`config.mk`:
```
export PLATFORM = sky130hd
export DESIGN_NAME = alu_flag_unit
export DESIGN_NICKNAME = d
export VERILOG_FILES = /design/src/rtl/alu_flag_pkg.sv /design/src/rtl/alu_addsub.sv /design/src/rtl/alu_flag_gen.sv /design/src/rtl/alu_flag_unit.sv
export SDC_FILE = /design/constraint.sdc
export NUM_CORES = 1
export LEC_CHECK = 0
export ABC_AREA = 0
export BUFFER_PORTS_ARGS = -buffer_cell sky130_fd_sc_hd__buf_2
export CORE_ASPECT_RATIO = 1.75
export CORE_MARGIN = 5
export CORE_UTILIZATION = 35
export CTS_CLUSTER_DIAMETER = 60
export DETAILED_ROUTE_END_ITERATION = 10
export SETUP_SLACK_MARGIN = 0.15
export SLEW_MARGIN = 15
export SYNTH_ARGS = -nofsm -noshare
export SYNTH_HDL_FRONTEND = slang
export SYNTH_SLANG_ARGS = --single-unit
```
`constraint.sdc`:
```
create_clock -name clk -period 1.3 [get_ports clk]
set_clock_uncertainty 0.2 [all_clocks]
set_input_delay 0 -clock clk [delete_from_list [all_inputs] [get_ports clk]]
set_output_delay 0 -clock clk [all_outputs]
set_load 0.02 [all_outputs]
```
`src/rtl/alu_flag_pkg.sv`:
```
package alu_flag_pkg;

  typedef enum logic [2:0] {
    OP_MOV = 3'd0,
    OP_ADD = 3'd1,
    OP_SUB = 3'd2,
    OP_CMP = 3'd3,
    OP_INC = 3'd4
  } alu_op_e;

  localparam int FLAG_W = 6;
  localparam int FL_CF  = 0;
  localparam int FL_PF  = 1;
  localparam int FL_AF  = 2;
  localparam int FL_ZF  = 3;
  localparam int FL_SF  = 4;
  localparam int FL_OF  = 5;

endpackage

```
`src/rtl/alu_addsub.sv`:
```
// Shared adder: a + (sub ? ~b : b) + sub, exposing the carries the flag
// logic needs at the nibble, byte and word boundaries.
module alu_addsub #(
  parameter int W  = 16,
  parameter int NW = 8
) (
  input  logic [W-1:0] a,
  input  logic [W-1:0] b,
  input  logic         sub,
  output logic [W-1:0] sum,
  output logic         c_nib,    // carry into bit 4
  output logic         c_n_in,   // carry into bit NW-1
  output logic         c_n_out,  // carry into bit NW
  output logic         c_w_in,   // carry into bit W-1
  output logic         c_w_out   // carry out of bit W-1
);
  logic [W-1:0] b_eff;
  logic [W:0]   sum_ext;

  always_comb begin
    b_eff   = sub ? ~b : b;
    sum_ext = {1'b0, a} + {1'b0, b_eff} + {{W{1'b0}}, sub};
    sum     = sum_ext[W-1:0];
    c_nib   = sum_ext[4]    ^ a[4]    ^ b_eff[4];
    c_n_in  = sum_ext[NW-1] ^ a[NW-1] ^ b_eff[NW-1];
    c_n_out = sum_ext[NW]   ^ a[NW]   ^ b_eff[NW];
    c_w_in  = sum_ext[W-1]  ^ a[W-1]  ^ b_eff[W-1];
    c_w_out = sum_ext[W];
  end
endmodule

```
`src/rtl/alu_flag_gen.sv`:
```
// Builds the six arithmetic flags from the adder outputs at the chosen size.
module alu_flag_gen
  import alu_flag_pkg::*;
#(
  parameter int W  = 16,
  parameter int NW = 8
) (
  input  logic [W-1:0]      sum,
  input  logic              sub,
  input  logic              wide,
  input  logic              c_nib,
  input  logic              c_n_in,
  input  logic              c_n_out,
  input  logic              c_w_in,
  input  logic              c_w_out,
  output logic [FLAG_W-1:0] flags
);
  localparam logic [W-1:0] NMASK = {{(W-NW){1'b0}}, {NW{1'b1}}};

  logic [W-1:0] sized;
  logic         top_in, top_out, msb;

  always_comb begin
    sized   = wide ? sum : (sum & NMASK);
    top_in  = wide ? c_w_in  : c_n_in;
    top_out = wide ? c_w_out : c_n_out;
    msb     = wide ? sum[W-1] : sum[NW-1];

    flags        = '0;
    flags[FL_CF] = top_out ^ sub;
    flags[FL_PF] = ~^sum[7:0];
    flags[FL_AF] = c_nib ^ sub;
    flags[FL_ZF] = (sized == '0);
    flags[FL_SF] = msb;
    flags[FL_OF] = top_in ^ top_out;
  end
endmodule

```
`src/rtl/alu_flag_unit.sv`:
```
module alu_flag_unit
  import alu_flag_pkg::*;
#(
  parameter int W  = 16,
  parameter int NW = 8
) (
  input  logic              clk,
  input  logic              rst_n,
  input  logic              issue,
  input  logic [2:0]        op,
  input  logic              wide,
  input  logic [W-1:0]      dst_val,
  input  logic [W-1:0]      src_val,
  input  logic [FLAG_W-1:0] flags_in,
  output logic [W-1:0]      result,
  output logic              wr_en,
  output logic [FLAG_W-1:0] flags_out
);
  localparam logic [W-1:0] NMASK = {{(W-NW){1'b0}}, {NW{1'b1}}};
  localparam logic [W-1:0] ONE   = {{(W-1){1'b0}}, 1'b1};

  logic [W-1:0]      a_m, b_m, b_sel, sum, sum_m;
  logic              is_sub;
  logic              c_nib, c_n_in, c_n_out, c_w_in, c_w_out;
  logic [FLAG_W-1:0] raw_flags;

  logic [W-1:0]      nxt_res;
  logic              nxt_wr;
  logic [FLAG_W-1:0] nxt_fl;

  logic [W-1:0]      res_d, res_q;
  logic              wr_d, wr_q;
  logic [FLAG_W-1:0] fl_d, fl_q;

  // operand sizing and adder input selection
  always_comb begin
    a_m    = wide ? dst_val : (dst_val & NMASK);
    b_m    = wide ? src_val : (src_val & NMASK);
    is_sub = (op == OP_SUB) || (op == OP_CMP);
    b_sel  = (op == OP_INC) ? ONE : b_m;
  end

  alu_addsub #(.W(W), .NW(NW)) u_addsub (
    .a       (a_m),
    .b       (b_sel),
    .sub     (is_sub),
    .sum     (sum),
    .c_nib   (c_nib),
    .c_n_in  (c_n_in),
    .c_n_out (c_n_out),
    .c_w_in  (c_w_in),
    .c_w_out (c_w_out)
  );

  alu_flag_gen #(.W(W), .NW(NW)) u_flags (
    .sum     (sum),
    .sub     (is_sub),
    .wide    (wide),
    .c_nib   (c_nib),
    .c_n_in  (c_n_in),
    .c_n_out (c_n_out),
    .c_w_in  (c_w_in),
    .c_w_out (c_w_out),
    .flags   (raw_flags)
  );

  // operation decode
  always_comb begin
    sum_m = wide ? sum : (sum & NMASK);
    case (op)
      OP_MOV: begin
        nxt_res = b_m;
        nxt_wr  = 1'b1;
        nxt_fl  = flags_in;
      end
      OP_ADD, OP_SUB: begin
        nxt_res = sum_m;
        nxt_wr  = 1'b1;
        nxt_fl  = raw_flags;
      end
      OP_CMP: begin
        nxt_res = sum_m;
        nxt_wr  = 1'b0;
        nxt_fl  = raw_flags;
      end
      OP_INC: begin
        nxt_res = sum_m;
        nxt_wr  = 1'b1;
        nxt_fl  = {raw_flags[FLAG_W-1:1], flags_in[FL_CF]};
      end
      default: begin
        nxt_res = '0;
        nxt_wr  = 1'b0;
        nxt_fl  = flags_in;
      end
    endcase
  end

  // next-state with explicit clock enable
  always_comb begin
    res_d = issue ? nxt_res : res_q;
    fl_d  = issue ? nxt_fl  : fl_q;
    wr_d  = issue & nxt_wr;
  end

  always_ff @(posedge clk or negedge rst_n) begin
    if (!rst_n) begin
      res_q <= '0;
      wr_q  <= 1'b0;
      fl_q  <= '0;
    end else begin
      res_q <= res_d;
      wr_q  <= wr_d;
      fl_q  <= fl_d;
    end
  end

  assign result    = res_q;
  assign wr_en     = wr_q;
  assign flags_out = fl_q;

endmodule

```
# After elaboration in Yosys (flattened, before gate mapping)
# Index checks and enable logic that the tools add are counted.
word_totals:
  in_bits: 45
  mem_count: 0
  reg_bits: 23
  rom_bits: 0
  ram_bits: 0
  word_cells: 40
  out_inout_bits: 23
  latch_bits: 0
classes:
  magnitude_cmp: 0
  multipliers: 0
  addsub: 2
  reduce_logical: 7
  bitwise: 13
  shifts: 0
  n_mux: 11
  eq_ne: 4
  div: 0
op_table:
  columns: ["cell", "count"]
  rows:
  - ["16-bit 2-to-1 mux", 5]
  - ["16-bit one-hot mux with 2 select lines", 1]
  - ["16-bit by 16-bit adder with 17-bit output", 1]
  - ["17-bit by 1-bit adder with 17-bit output", 1]
  - ["16-bit logical NOT", 1]
  - ["16-bit NOT", 1]
  - ["6-bit one-hot mux with 2 select lines", 1]
  - ["1-bit bitwise XOR", 11]
  - ["4-bit OR reduction", 2]
  - ["8-bit XNOR reduction", 1]
  - ["3-bit by 2-bit == test with 1-bit output (second input constant)", 2]
  - ["1-bit 2-to-1 mux", 4]
  - ["3-bit by 1-bit == test with 1-bit output (second input constant)", 1]
  - ["3-bit == test (second input constant)", 1]
  - ["3-bit logical NOT", 1]
  - ["3-bit OR reduction", 1]
  - ["1-bit AND", 1]
  - ["1-bit logical OR", 1]

# Depth between registers and ports, before layout
# Gate-level depths: netlist of run 1.
logic_depth:
  word_depth: 11
  depth_mapped: 21
  mapped_depth_nobuf: 20

# Cells and area by module
# A second synthesis of run 1 with hierarchy kept.
hier_totals:
  hier_cells: 325
  area_unflattened_um2: 2718.9
by_module_without_submodules:
  columns: ["mod", "n_inst", "area_per_inst_um2", "seq_area_each_um2", "cells_each"]
  rows:
  - ["alu_flag_unit", 1, 1496.4, 575.6, 170]
  - ["alu_addsub", 1, 1002.2, 0.0, 125]
  - ["alu_flag_gen", 1, 220.2, 0.0, 30]

# Worst setup path after synthesis of run 1
# Ideal clock, no wire load.
synth_timing:
  kind: "in2reg"
  from: "input op[1]"
  to: "register fl_q[1] (netlist: flags_out[1])"
  arrival_time_ns: 2.937
  setup_time_ns: 0.137
  stages: 20
  t_required_ns: 0.963
  path_buffers: 1
  path_slack_ns: -1.974
  path_cell_list: "buf_4 or2_2 nor2_1 a21oi_1 nand2_1 o21ai_0 inv_1 fa_1 nor2b_1 o21ai_0 a21boi_0 nor2_1 xnor2_1 inv_1 ha_1 xnor2_1 xnor2_1 nor2_1 a21oi_1 a21oi_1"
synth_via:
  elab_chain_cells: 8
  elab_cells_between_ends: 13
  cone_classes: "add/sub (2); eq/ne (4); mux (3); bitwise (1); reduce/logical (3)"
synth_lines:
  columns: ["item", "line_no", "source"]
  rows:
  - ["start: declaration", "alu_flag_unit.sv:10", "input logic [2:0] op,"]
  - ["3-bit == test", "alu_flag_unit.sv:40, alu_flag_unit.sv:70", null]
  - ["16-bit 2-to-1 mux", "alu_flag_unit.sv:40", "b_sel = (op == OP_INC) ? ONE : b_m;"]
  - ["16-bit NOT", "alu_addsub.sv:21", "b_eff = sub ? ~b : b;"]
  - ["16-bit 2-to-1 mux", "alu_addsub.sv:21", null]
  - ["16-bit by 16-bit adder with 17-bit output", "alu_addsub.sv:22", "sum_ext = {1'b0, a} + {1'b0, b_eff} + {{W{1'b0}}, sub};"]
  - ["17-bit by 1-bit adder with 17-bit output", "alu_addsub.sv:22", null]
  - ["8-bit XNOR reduction", "alu_flag_gen.sv:31", "flags[FL_PF] = ~^sum[7:0];"]
  - ["6-bit one-hot mux with 2 select lines (*)", "alu_flag_unit.sv:70", "case (op)"]
  - ["end signal: assignment", "alu_flag_unit.sv:114", "fl_q <= fl_d;"]
  - ["end: declaration", "alu_flag_unit.sv:33", "logic [FLAG_W-1:0] fl_d, fl_q;"]
# Every way passes the cells marked *; elsewhere a longest branch is shown, timed or not.
# A chain may end at the register's enable or synchronous reset.

# Final worst setup path of run 1
layout_timing:
  from: "input op[0]"
  to: "register fl_q[5] (netlist: flags_out[5])"
layout_via:
  elab_chain_cells: 11
  elab_cells_between_ends: 21
  cone_classes: "add/sub (2); eq/ne (4); mux (5); bitwise (8); reduce/logical (2)"
layout_lines:
  columns: ["item", "line_no", "source"]
  rows:
  - ["3-bit == test", "alu_flag_unit.sv:40, alu_flag_unit.sv:70", null]
  - ["16-bit 2-to-1 mux", "alu_flag_unit.sv:40", null]
  - ["16-bit NOT", "alu_addsub.sv:21", null]
  - ["16-bit 2-to-1 mux", "alu_addsub.sv:21", null]
  - ["16-bit by 16-bit adder with 17-bit output", "alu_addsub.sv:22", null]
  - ["17-bit by 1-bit adder with 17-bit output", "alu_addsub.sv:22", null]
  - ["1-bit bitwise XOR (on tied branches) (2 in series)", "alu_addsub.sv:25, alu_addsub.sv:26, alu_addsub.sv:27", null]
  - ["1-bit 2-to-1 mux (on tied branches)", "alu_flag_gen.sv:25, alu_flag_gen.sv:26", null]
  - ["1-bit bitwise XOR", "alu_flag_gen.sv:35", "flags[FL_OF] = top_in ^ top_out;"]
  - ["6-bit one-hot mux with 2 select lines (*)", "alu_flag_unit.sv:70", null]
# Marks and branches as above.

==> parameters.txt, run 1 <==
Parameter                              Value

Yosys
  Simple logic cell fraction of the synthesized area ... 21.0%
  Syn_area_per_cell ... about 7.7 um2
  Post-Synth XOR/XNOR Area ... under 10%
  Post-synthesis compound-gate area fraction ... 25.8%
  Adder-Cell Fraction of Synth Area ... 10.6%
  Dominant combinational cell family by area after synthesis ... compound AO/OA/AOI/OAI gates
  Area of the mapped netlist ... roughly 0.0025 mm2
  Number of unique standard cell types used by synthesis ... 52
  Total of flip-flops plus latches after synthesis ... 23
  Largest cells by area after synthesis ... sky130_fd_sc_hd__dfrtp_1 (23%), sky130_fd_sc_hd__ha_1 (9.8%), sky130_fd_sc_hd__a21oi_1 (6.3%)
  Warning count from the yosys run ... 0
  Cell count after synthesis ... roughly 330
  Largest area contributor in the netlist ... sky130_fd_sc_hd__dfrtp_1
  Multiplexer area fraction after synthesis ... roughly 4.8%
  Part of the Yosys area used for sequential elements ... a little under a quarter
  Post-synth EDFFs ... 0
  Async set-or-reset flop fraction in the synthesized netlist ... 100%
  Net Count, Synth ... between 300 and 400
  Share of Yosys cell area claimed by the top area cell type ... a little under a quarter
  Most instantiated flip-flop cell in the synthesis netlist ... sky130_fd_sc_hd__dfrtp_1

STA
  Final count of pins violating max slew ... 0
  Post-layout minimum cycle time ... around 2900 ps
  Least-Margin Pin Slew ... 561 ps
  RSZ-0062 raised after global routing ... yes
  Ratio of final minimum period to clock period ... 221%
  Setup TNS Final ... -26,670 ps
  Post-route setup slack ... -1580 ps
  Setup-violating endpoint count in the final report ... 21
  Highest clock rate ... roughly 0.35 GHz
  Final-report hold violation count ... 0
  Worst-case headroom to the max-slew limit ... ~62%

Min path
  Type of the worst min-delay path ... in2reg

Route
  Number of nets still failing antenna checks after routing ... 0
  Drt total wl ... 9180 um
  Total via count in the routed design ... about 3,100
  Starting DRC count in detailed routing ... around 160
  Number of vias per cell ... around 5.2
  Detailed-router iteration count before antenna repair ... 4
  Wirelength per Cell ... between 15 and 20 um
  DRC ... 0

Power and ir drop
  P_leak ... approximately 2.2 nW
  Power share of the combinational group ... around two thirds
  Share of power burned in the clock network ... between 10% and 20%
  Power density over cell area ... between 900 and 1000 mW/mm2
  Part of the power in registers ... 19.8%
  Cell internal power dissipation ... roughly 0.0028 W
  Net Sw Frac ... 37.5%
  Largest vdd supply drop ... 0.414 mV
  Switching Power ... 0.00167 W

Cells and area
  Fraction of layout cells with a size suffix above 1 ... just over 50%
  Commonest non-fill, non-tap cell in the layout ... sky130_fd_sc_hd__buf_4
  Area delta synth->final ... 81.0%
  Non-filler instance count after layout ... 604
  Most frequent cells in the layout ... sky130_fd_sc_hd__buf_4 (101), sky130_fd_sc_hd__buf_2 (64), sky130_fd_sc_hd__nand2_1 (35)
  N_diodes ... 0
  Total number of nets in the final design ... 585

Clocking
  Clock tree root driver cell ... sky130_fd_sc_hd__clkbuf_16
  CTS Buf Count ... 3
  Number of buffers on the longest clock path ... 2
  Sink Count ... 23
  CTS H-tree depth ... 1
  Clock-pin transition on the worst setup and hold timing paths ... ~60 ps
  CTS tree ... built
  Clock latency on the worst-skew pair ... 250 ps

Die
  Number of primary I/O pins ... 68
  Initial core utilization ... 35.5%
  Core outline area ... 0.00718 mm2
  Width of the die ... roughly 75 um
  DIE HEIGHT ... roughly 120 um
  Number of standard-cell rows in the floorplan ... between 40 and 50
  Floorplan die area ... slightly above 0.009 mm2

Worst setup path
  Reg-to-reg slack, setup ... around 140 ps
  Largest driver fanout on the critical path ... 5
  Worst setup SP type ... input port
  Kind of critical path ... in2reg
  Critical Path End Type ... register
  Data arrival time of the critical path ... roughly 2800 ps
  Critical path required time ... roughly 1200 ps

Status
  Violated checks ... setup timing
  Outcome ... finished, violations left

GRT
  Number of antenna violations at the first check in global routing ... 0
  Combined global-route utilization of all metal layers ... 19.7%
  Number of global-route vias before repair ... 3,184
  Aggregate global routing overflow ... 0
  First-pass GRT wire length ... roughly 14,000 um
  Pin count of the biggest net entering global routing ... 28

Placed design
  RePlAce Congestion ... 0.885
  Count of input and output buffers ... 67
  HPWL after DPL ... between 6000 and 7000 um
  # placed instances ... between 500 and 600

Flow run
  Max-Cap Viols ... 0
[final timing paths]
path,start,end,depth (start not counted)
max,op[0],flags_out[5],19
min,flags_in[2],flags_out[2],4
max reg2reg,flags_out[3],flags_out[3],3
min reg2reg,result[0],result[0],1
max in group asynchronous,rst_n,result[15],2
min in group asynchronous,rst_n,result[4],2
[per-stage QoR]
| stage | power, W | setup WS (ps) | util, % | hold WS (ps) | cell area, um2 |
|---|---|---|---|---|---|
| final | 0.00446 | -1580 | 64.2 | 6.93 | 4610 |
| after global routing | 0.00475 | -1750 | 64.2 | 26.0 | 4610 |
| after CTS | 0.00421 | -1550 | 60.7 | 1.76 | 4360 |
| after detailed placement | 0.00311 | -2050 | 51.7 | -203 | 3720 |
| after global placement | 0.00307 | -2010 | 51.7 | -208 | 3720 |
| after floorplan | 0.00218 | -1780 | - | -496 | 2620 |
[routing by layer]
| metal | vias up | GRT usage [%] | part of all wire, % |
|---|---|---|---|
| li1 | 1557 | - | - |
| met1 | 1472 | 23.3 | 39 |
| met2 | 70 | 36.2 | 55 |
| met3 | 19 | 0.738 | 2.7 |
| met4 | 0 | 8.02 | 2.9 |
| met5 | - | 0 | 0 |
[cells in the mapped netlist (all sizes together), types with 8 or more instances]
cell type and instances:
a21oi 33, xor2 10, inv 18, and2 10
dfrtp 23, ha 20, xnor2 13, mux2i 11
o21ai 23, o21a 8, o22ai 8, clkbuf 14
nand2 41, nor2 31
[area by class of cell]
class / count / area, um2
Fill cell: 598 / 2570
Multi-Input combinational cell: 274 / 2290
Timing Repair Buffer: 199 / 1490
Sequential cell: 23 / 576
Tap cell: 86 / 108
Clock buffer: 4 / 78.8
Inverter: 18 / 71.3
[power groups by stage]
stage / clock, W / combinational, W / sequential (W)
2_1_floorplan: 0 / 0.00115 / 0.00103
3_3_place_gp: 0 / 0.00218 / 0.000891
3_5_place_dp: 0 / 0.00221 / 0.000897
4_1_cts: 0.000669 / 0.00266 / 0.000886
5_1_grt: 0.000690 / 0.00316 / 0.000900
6_report: 0.000654 / 0.00292 / 0.000885
[repair_timing]
action                                 CTS  global route
setup buffers                           13            12
endpoints found under the hold margin   36             0
hold buffers                            14             0
setup endpoints to repair               22            22
pin swaps                               58            45
resized for setup                       67            34
[worst max-delay path: stages]
cell and delay (ps):
sky130_fd_sc_hd__buf_6 90, sky130_fd_sc_hd__or2_4 260, sky130_fd_sc_hd__nor2_4 120, sky130_fd_sc_hd__a21oi_4 60, sky130_fd_sc_hd__nand2_1 80, sky130_fd_sc_hd__o21ai_2 70
sky130_fd_sc_hd__buf_4 140, sky130_fd_sc_hd__ha_4 250, sky130_fd_sc_hd__o21a_4 140, sky130_fd_sc_hd__nor2_4 40, sky130_fd_sc_hd__o31a_1 270, sky130_fd_sc_hd__o21ai_2 190
sky130_fd_sc_hd__xnor2_2 160, sky130_fd_sc_hd__buf_4 160, sky130_fd_sc_hd__xnor3_1 220, sky130_fd_sc_hd__nor2_2 120, sky130_fd_sc_hd__a21oi_2 50, sky130_fd_sc_hd__mux2i_1 120
sky130_fd_sc_hd__a311o_1 260
[cells by family (layout without fill, tap and decap cells)]
logic type                 count (synthesis)  in the layout
AOI/OAI and AO/OA                        103            103
xor gates and xnor gates                  25             25
and+or+nand+nor                          113            113
adders and majority gates                 21             21
buffers and inverters                     35            221
muxes                                     12             12
DFF                                       23             23
[sequential cells by signal (all words and copies together) (netlist names)]
signal / flops
result: 16
flags_out: 6
wr_en: 1
Note: power is estimated with default switching activity, not from simulation.
==> run 2, diff against run 1 <==
Settings changed: CELL_PAD_IN_SITES_DETAIL_PLACEMENT set to 1, CELL_PAD_IN_SITES_GLOBAL_PLACEMENT set to 1, PLACE_DENSITY_LB_ADDON set to 0.1.
==> run 2 against run 1 <==
Against the previous run: the flow still finishes with violations (setup timing); critical path depth is 1 lower; register-to-register slack about the same; core utilization is 0.35 points lower; wire length up 41%; die area is the same; cell area down 0.54%; global-route usage grew 4.3 points; first-iteration DRC count up 4.3%; via count rose by 10%; hold slack barely moved; highest routed layer unchanged.
==> parameters.txt, run 2 (synthesized netlist as in run 1, its figures left out) <==
Parameter                              Value

Worst setup path
  Kind of critical path ... in2reg (unchanged)
  Largest driver fanout on the critical path ... 5 (unchanged)
  Worst R2R Start ... flags_out[5] (was flags_out[3])
  Critical path required time ... 1230 ps (was 1240 ps)
  Data arrival time of the critical path ... 3010 ps (was 2820 ps)
  Reg-to-reg slack, setup ... 140 ps (about the same)
  Critical Path End Type ... register (unchanged)
  Worst setup SP type ... input port (unchanged)
  Worst reg2reg path endpoint ... flags_out[5] (was flags_out[3])
  Reg2Reg Depth ... 2 (was 3)

Placed design
  Count of input and output buffers ... 67 (unchanged)
  HPWL after DPL ... 7760 um (was 6680 um)
  RePlAce Congestion ... 0.834 (was 0.885)
  Post-DP Area ... 0.00370 mm2 (was 0.00372 mm2)

Power and ir drop
  Cell internal power dissipation ... 0.00276 W (was 0.00279 W)
  Power share of the combinational group ... 66.5% (was 65.5%)
  Part of the power in registers ... 19.0% (was 19.8%)
  P_leak ... 2.24 nW (was 2.23 nW)
  Power density over cell area ... 1010 mW/mm2 (was 967 mW/mm2)
  Power Total ... 0.00466 W (was 0.00446 W)
  Largest vdd supply drop ... 0.424 mV (was 0.414 mV)
  Switching Power ... 0.00189 W (was 0.00167 W)
  Share of power burned in the clock network ... 14.5% (was 14.7%)
  Net Sw Frac ... 40.7% (was 37.5%)

Route
  Number of nets still failing antenna checks after routing ... 0 (unchanged)
  Starting DRC count in detailed routing ... 169 (was 162)
  DRC ... 0 (unchanged)
  Number of vias per cell ... 5.64 (was 5.16)
  Detailed-router iteration count before antenna repair ... 4 (unchanged)
  Wirelength per Cell ... 21.2 um (was 15.2 um)
  Total via count in the routed design ... 3,437 (was 3,118)
  Drt total wl ... 12,900 um (was 9180 um)

GRT
  Aggregate global routing overflow ... 0 (unchanged)
  Combined global-route utilization of all metal layers ... 24.1% (was 19.7%)
  Number of global-route vias before repair ... 3,577 (was 3,184)
  First-pass GRT wire length ... 17,100 um (was 14,400 um)
  Pin count of the biggest net entering global routing ... 28 (unchanged)
  Number of antenna violations at the first check in global routing ... 0 (unchanged)

Clocking
  Clock latency on the worst-skew pair ... 260 ps (was 250 ps)
  CTS H-tree depth ... 1 (unchanged)
  CTS tree ... built (unchanged)
  Clock-pin transition on the worst setup and hold timing paths ... 60 ps (about the same)
  CTS Buf Count ... 3 (unchanged)
  Sink Count ... 23 (unchanged)
  Clock tree root driver cell ... sky130_fd_sc_hd__clkbuf_16 (unchanged)
  Number of buffers on the longest clock path ... 2 (unchanged)

Status
  Outcome ... finished, violations left (unchanged)
  Violated checks ... setup timing (unchanged)

Die
  Floorplan die area ... 0.00916 mm2 (unchanged)
  Number of primary I/O pins ... 68 (unchanged)
  DIE HEIGHT ... 123 um (unchanged)
  Initial core utilization ... 35.5% (unchanged)
  Width of the die ... 74.5 um (unchanged)
  Number of standard-cell rows in the floorplan ... 41 (unchanged)
  Core outline area ... 0.00718 mm2 (unchanged)

Cells and area
  Final design area excluding fillers ... 0.00459 mm2 (was 0.00461 mm2)
  Commonest non-fill, non-tap cell in the layout ... sky130_fd_sc_hd__buf_4 (unchanged)
  Area delta synth->final ... 80.0% (was 81.0%)
  Most frequent cells in the layout ... sky130_fd_sc_hd__buf_4 (103), sky130_fd_sc_hd__buf_2 (64), sky130_fd_sc_hd__nand2_1 (34) (was sky130_fd_sc_hd__buf_4 (101), sky130_fd_sc_hd__buf_2 (64), sky130_fd_sc_hd__nand2_1 (35))
  Filler Cell Count ... 880 (was 598)
  End-of-flow core utilization ... 63.9% (was 64.2%)
  Total number of nets in the final design ... 590 (was 585)
  Max reg flops ... 16 (unchanged)
  Fraction of layout cells with a size suffix above 1 ... 51.1% (was 51.2%)
  N_diodes ... 0 (unchanged)

Min path
  Type of the worst min-delay path ... in2reg (unchanged)
  Worst Hold Path Cells ... 4 (unchanged)
  Startpoint of the lowest-slack hold path ... dst_val[0] (was flags_in[2])
  Worst Hold End ... result[0] (was flags_out[2])

STA
  RSZ-0062 raised after global routing ... yes (unchanged)
  Highest clock rate ... 0.325 GHz (was 0.347 GHz)
  Post-route setup slack ... -1780 ps (was -1580 ps)
  Final-report hold violation count ... 0 (unchanged)
  Setup TNS Final ... -29,410 ps (was -26,670 ps)
  Least-Margin Pin Slew ... 515 ps (was 561 ps)
  Final count of pins violating max slew ... 0 (unchanged)
  Setup-violating endpoint count in the final report ... 21 (unchanged)
  Ratio of final minimum period to clock period ... 237% (was 221%)
  Worst-case headroom to the max-slew limit ... 65.7% (was 62.3%)
  Post-layout minimum cycle time ... 3080 ps (was 2880 ps)

Flow run
  Max-Cap Viols ... 0 (unchanged)
==> run 2: cell types whose count changed in the layout (fill, tap and decap cells not counted), sizes merged <==
cell	previous run	this run
buf	185	187
dlygate4sd3	14	15
clkinv	0	1
inv	17	18
clkinvlp	1	0
dlymetal6s4s	0	1
==> run 2: area by class of cell <==
class / instances / area [um2] / share of cell area [%]
sequential: 23 / 576 / 12.5
timing repair buffer: 204 / 1530 / 33.3
clock inverter: 1 / 5.00 / 0.109
tap: 86 / 108 / 2.35
inverter: 18 / 70.1 / 1.53
clock buffer: 3 / 75.1 / 1.64
multi-input combinational: 274 / 2230 / 48.5
==> run 2: timing repair <==
action,in CTS,in global routing
hold buffers,16,0
gates resized for setup,61,39
gates cloned,0,1
pin swaps,53,24
hold endpoints to repair,36,0
setup buffers,12,12
setup endpoints to repair,22,23
==> run 2: metal layers <==
| layer | global-route usage, % | wire length [um] | up-vias |
|---|---|---|---|
| li1 | - | - | 1561 |
| met1 | 26.3 | 4810 | 1730 |
| met2 | 45.2 | 7150 | 106 |
| met3 | 2.30 | 410 | 40 |
| met4 | 10.4 | 539 | 0 |
| met5 | 0 | 0 | - |
==> run 2: worst max-delay path, stage by stage <==
cell and delay [ps]:
sky130_fd_sc_hd__buf_6 100, sky130_fd_sc_hd__or2_4 260, sky130_fd_sc_hd__nor2_4 120, sky130_fd_sc_hd__a21oi_4 60, sky130_fd_sc_hd__nand2_1 100, sky130_fd_sc_hd__o21ai_1 80
sky130_fd_sc_hd__ha_1 330, sky130_fd_sc_hd__o21a_1 190, sky130_fd_sc_hd__nor2_2 60, sky130_fd_sc_hd__o31a_1 310, sky130_fd_sc_hd__o21ai_2 190, sky130_fd_sc_hd__xnor2_2 160
sky130_fd_sc_hd__ha_2 320, sky130_fd_sc_hd__xnor2_2 140, sky130_fd_sc_hd__xnor2_1 280, sky130_fd_sc_hd__nor2_1 80, sky130_fd_sc_hd__a21oi_1 160, sky130_fd_sc_hd__a21oi_1 90
==> run 2: how the worst max path moves through the flow <==
stage                from      endpoint  slack [ps]  cells past startpoint
finish              op[0]  flags_out[1]       -1780                     18
global route        op[0]  flags_out[1]       -1880                     18
CTS                 op[0]  flags_out[5]       -1570                     17
detailed placement  op[1]  flags_out[5]       -2070                     18
global placement    op[1]  flags_out[5]       -2000                     18
floorplan           op[1]  flags_out[5]       -1780                     17
==> run 2: power by group through the flow <==
stage | clock, W | sequential, W | combinational (W)
4_1_cts | 0.000685 | 0.000885 | 0.00260
3_3_place_gp | 0 | 0.000888 | 0.00219
3_5_place_dp | 0 | 0.000898 | 0.00225
5_1_grt | 0.000721 | 0.000897 | 0.00329
6_report | 0.000677 | 0.000885 | 0.00309
2_1_floorplan | 0 | 0.00103 | 0.00115
==> run 2: metrics by stage <==
stage                     instances  hold WS (ps)  setup WS (ps)
final                           609          7.43          -1780
after global placement          564          -206          -2000
after floorplan                 332          -496          -1780
after global routing            609          35.7          -1880
after CTS                       596          2.18          -1570
after detailed placement        564          -200          -2070
==> run 3, diff against run 2 <==
Settings changed: CTS_BUF_LIST set to sky130_fd_sc_hd__clkbuf_8.
==> run 3 against run 2 <==
Against the previous run: the flow finishes with violations (hold timing, setup timing); combinational power decreased by 3%; total power decreased by 7.3%; die area unchanged; first-iteration DRC count decreased by 40%; global-route usage decreased by 1.1 points; sequential cell count unchanged.
==> parameters.txt, run 3 (synthesized netlist as in run 1, its figures left out) <==
Parameter                              Value

STA
  Worst Hold Margin ... -3.04 ps (was 7.43 ps)
  Setup TNS Final ... -28,480 ps (was -29,410 ps)
  Ratio of final minimum period to clock period ... 232% (was 237%)
  RSZ-0062 raised after global routing ... yes (unchanged)
  Post-route setup slack ... -1720 ps (was -1780 ps)
  Final-report hold violation count ... 1 (was 0)
  Setup-violating endpoint count in the final report ... 21 (unchanged)
  Post-layout minimum cycle time ... 3020 ps (was 3080 ps)
  Final count of pins violating max slew ... 0 (unchanged)
  Least-Margin Pin Slew ... 498 ps (was 515 ps)
  Worst-case headroom to the max-slew limit ... 66.8% (was 65.7%)
  Highest clock rate ... 0.331 GHz (was 0.325 GHz)

Worst setup path
  Reg2Reg Depth ... 2 (unchanged)
  Count of buffer and inverter cells on the critical path ... 2 (was 1)
  Worst reg2reg path endpoint ... flags_out[5] (unchanged)
  Slowest Stage Delay on Critical Path ... 360 ps (was 330 ps)
  Critical Path End Type ... register (unchanged)
  Reg-to-reg slack, setup ... 140 ps (about the same)
  Largest driver fanout on the critical path ... 5 (unchanged)
  Data arrival time of the critical path ... 3020 ps (was 3010 ps)
  Worst R2R Start ... flags_out[5] (unchanged)
  Kind of critical path ... in2reg (unchanged)
  Critical Path, Cell by Cell ... buf_6 -> or2_4 -> nor2_4 -> a21oi_4 -> nand2_1 -> o21ai_1 -> ha_1 -> nor2b_4 -> o21ai_2 -> a21boi_2 -> o41a_1 -> xnor3_1 -> o21ai_1 -> a31oi_1 -> buf_4 -> mux2i_1 -> o221ai_1 -> o21ai_1 (was buf_6 -> or2_4 -> nor2_4 -> a21oi_4 -> nand2_1 -> o21ai_1 -> ha_1 -> o21a_1 -> nor2_2 -> o31a_1 -> o21ai_2 -> xnor2_2 -> ha_2 -> xnor2_2 -> xnor2_1 -> nor2_1 -> a21oi_1 -> a21oi_1)
  Crit path max-delay cell type ... sky130_fd_sc_hd__o41a_1 (was sky130_fd_sc_hd__ha_1)
  Critical path required time ... 1300 ps (was 1230 ps)
  Critical path's top delay family ... compound AO/OA/AOI/OAI gates (unchanged)
  Cell mode on critical path ... sky130_fd_sc_hd__o21ai_1
  Worst setup SP type ... input port (unchanged)

Clocking
  CTS Buf Count ... 3 (unchanged)
  Sink Count ... 23 (unchanged)
  Number of buffers on the longest clock path ... 2 (unchanged)
  CTS H-tree depth ... 1 (unchanged)
  Clock tree root driver cell ... sky130_fd_sc_hd__clkbuf_8 (was sky130_fd_sc_hd__clkbuf_16)
  Clock-pin transition on the worst setup and hold timing paths ... 80 ps (was 60 ps)
  CTS tree ... built (unchanged)
  Clock latency on the worst-skew pair ... 270 ps (was 260 ps)

Route
  DRC ... 0 (unchanged)
  Drt total wl ... 11,500 um (was 12,900 um)
  Detailed-router iteration count before antenna repair ... 4 (unchanged)
  Number of vias per cell ... 5.45 (was 5.64)
  Number of nets still failing antenna checks after routing ... 0 (unchanged)
  Total via count in the routed design ... 3,268 (was 3,437)
  Wirelength per Cell ... 19.2 um (was 21.2 um)
  Starting DRC count in detailed routing ... 101 (was 169)

Die
  Width of the die ... 74.5 um (unchanged)
  Initial core utilization ... 35.5% (unchanged)
  Number of primary I/O pins ... 68 (unchanged)
  DIE HEIGHT ... 123 um (unchanged)
  Core outline area ... 0.00718 mm2 (unchanged)
  Number of standard-cell rows in the floorplan ... 41 (unchanged)
  Floorplan die area ... 0.00916 mm2 (unchanged)

Cells and area
  Filler Cell Count ... 877 (was 880)
  N_diodes ... 0 (unchanged)
  Most frequent cells in the layout ... sky130_fd_sc_hd__buf_4 (101), sky130_fd_sc_hd__buf_2 (64), sky130_fd_sc_hd__nand2_1 (37) (was sky130_fd_sc_hd__buf_4 (103), sky130_fd_sc_hd__buf_2 (64), sky130_fd_sc_hd__nand2_1 (34))
  Register area ... 576 um2 (unchanged)
  Fraction of layout cells with a size suffix above 1 ... 50.8% (was 51.1%)
  Non-filler instance count after layout ... 600 (was 609)
  Area delta synth->final ... 75.9% (was 80.0%)
  Total number of nets in the final design ... 581 (was 590)
  Commonest non-fill, non-tap cell in the layout ... sky130_fd_sc_hd__buf_4 (unchanged)
  Max reg flops ... 16 (unchanged)
  Multi-input gate area in the final layout ... 0.00223 mm2 (about the same)
  End-of-flow core utilization ... 62.4% (was 63.9%)

GRT
  Number of global-route vias before repair ... 3,496 (was 3,577)
  First-pass GRT wire length ... 16,400 um (was 17,100 um)
  Pin count of the biggest net entering global routing ... 36 (was 28)
  Aggregate global routing overflow ... 0 (unchanged)
  Combined global-route utilization of all metal layers ... 23.0% (was 24.1%)
  Number of antenna violations at the first check in global routing ... 0 (unchanged)

Min path
  Worst Hold End ... flags_out[1] (was result[0])
  Worst Hold Path Cells ... 3 (was 4)
  Startpoint of the lowest-slack hold path ... issue (was dst_val[0])
  Type of the worst min-delay path ... in2reg (unchanged)

Power and ir drop
  Net Sw Frac ... 40.9% (was 40.7%)
  P_leak ... 2.18 nW (was 2.24 nW)
  Power density over cell area ... 963 mW/mm2 (was 1010 mW/mm2)
  Largest vdd supply drop ... 0.369 mV (was 0.424 mV)
  Power share of the combinational group ... 69.2% (was 66.5%)
  Share of power burned in the clock network ... 10.4% (was 14.5%)
  Part of the power in registers ... 20.4% (was 19.0%)
  Cell internal power dissipation ... 0.00255 W (was 0.00276 W)
  Switching Power ... 0.00176 W (was 0.00189 W)

Status
  Violated checks ... hold timing, setup timing (was setup timing)
  Outcome ... finished, violations left (unchanged)

Placed design
  # placed instances ... 564 (unchanged)
  HPWL after DPL ... 7760 um (unchanged)
  RePlAce Congestion ... 0.834 (unchanged)
  Count of input and output buffers ... 67 (unchanged)

Flow run
  Max-Cap Viols ... 0 (unchanged)
## run 3: cell types whose count changed in the layout (fill, tap and decap cells not counted), moves of 2 or more
cell	delta
sky130_fd_sc_hd__clkbuf_16	-3
sky130_fd_sc_hd__a21oi_2	-2
sky130_fd_sc_hd__dlygate4sd3_1	-3
sky130_fd_sc_hd__a21oi_1	+3
sky130_fd_sc_hd__nor2_2	+2
sky130_fd_sc_hd__nor2_1	-2
sky130_fd_sc_hd__nand2_1	+3
sky130_fd_sc_hd__buf_12	+2
sky130_fd_sc_hd__nand2_4	-2
sky130_fd_sc_hd__ha_1	-2
sky130_fd_sc_hd__buf_6	-5
sky130_fd_sc_hd__buf_4	-2
sky130_fd_sc_hd__clkbuf_8	+3
## run 3: layout make-up
cell class	instances	share of cell area [%]
Timing Repair Buffer	195	32.4
Clock inverter	1	0.112
Tap cell	86	2.40
Clock buffer	3	0.921
Multi-Input combinational cell	274	49.7
Inverter	18	1.56
Sequential cell	23	12.8
## run 3: power by group through the flow
stage	registers (W)	logic, W	clock network (W)
floorplan	0.00103	0.00115	0
global placement	0.000888	0.00219	0
detailed placement	0.000898	0.00225	0
CTS	0.000884	0.00258	0.000464
global route	0.000894	0.00320	0.000495
finish	0.000881	0.00299	0.000451
## run 3: worst max path at each step
stage,start,end,slack [ps],depth (start not counted)
floorplan,op[1],flags_out[5],-1780,17
global placement,op[1],flags_out[5],-2000,18
detailed placement,op[1],flags_out[5],-2070,18
CTS,op[0],flags_out[5],-1550,17
global route,op[0],flags_out[0],-1880,18
finish,op[0],flags_out[0],-1720,18
## run 3: metal layers
layer  routed length [um]  vias to the layer above  global-route usage (%)
met3                  350                       20                    2.30
met2                 6660                       89                    43.7
met5                    0                        -                       0
met1                 4270                     1618                    25.4
met4                  244                        0                    8.13
li1                     -                     1541                       -
## run 3: metrics by stage
step	setup slack (ps)	area, um2	hold WS (ps)	total power, W
after detailed placement	-2070	3700	-200	0.00315
final	-1720	4480	-3.04	0.00432
after CTS	-1550	4210	-24.7	0.00392
after floorplan	-1780	2620	-496	0.00218
after global routing	-1880	4480	6.24	0.00459
after global placement	-2000	3700	-206	0.00308
## run 3: worst register-to-register path, delay by kind of cell (launching register included)
family             cells  cell delay, ps
DFF                    1             400
and+or+nand+nor        1             130
AOI/OAI and AO/OA      1             320
## run 3: timing repair
item | CTS | global route
resized for setup | 60 | 34
hold buffers | 12 | 0
endpoints found under the setup margin | 22 | 23
gates cloned | 0 | 1
pin swaps | 53 | 38
endpoints found under the hold margin | 38 | 0
setup buffers | 11 | 8
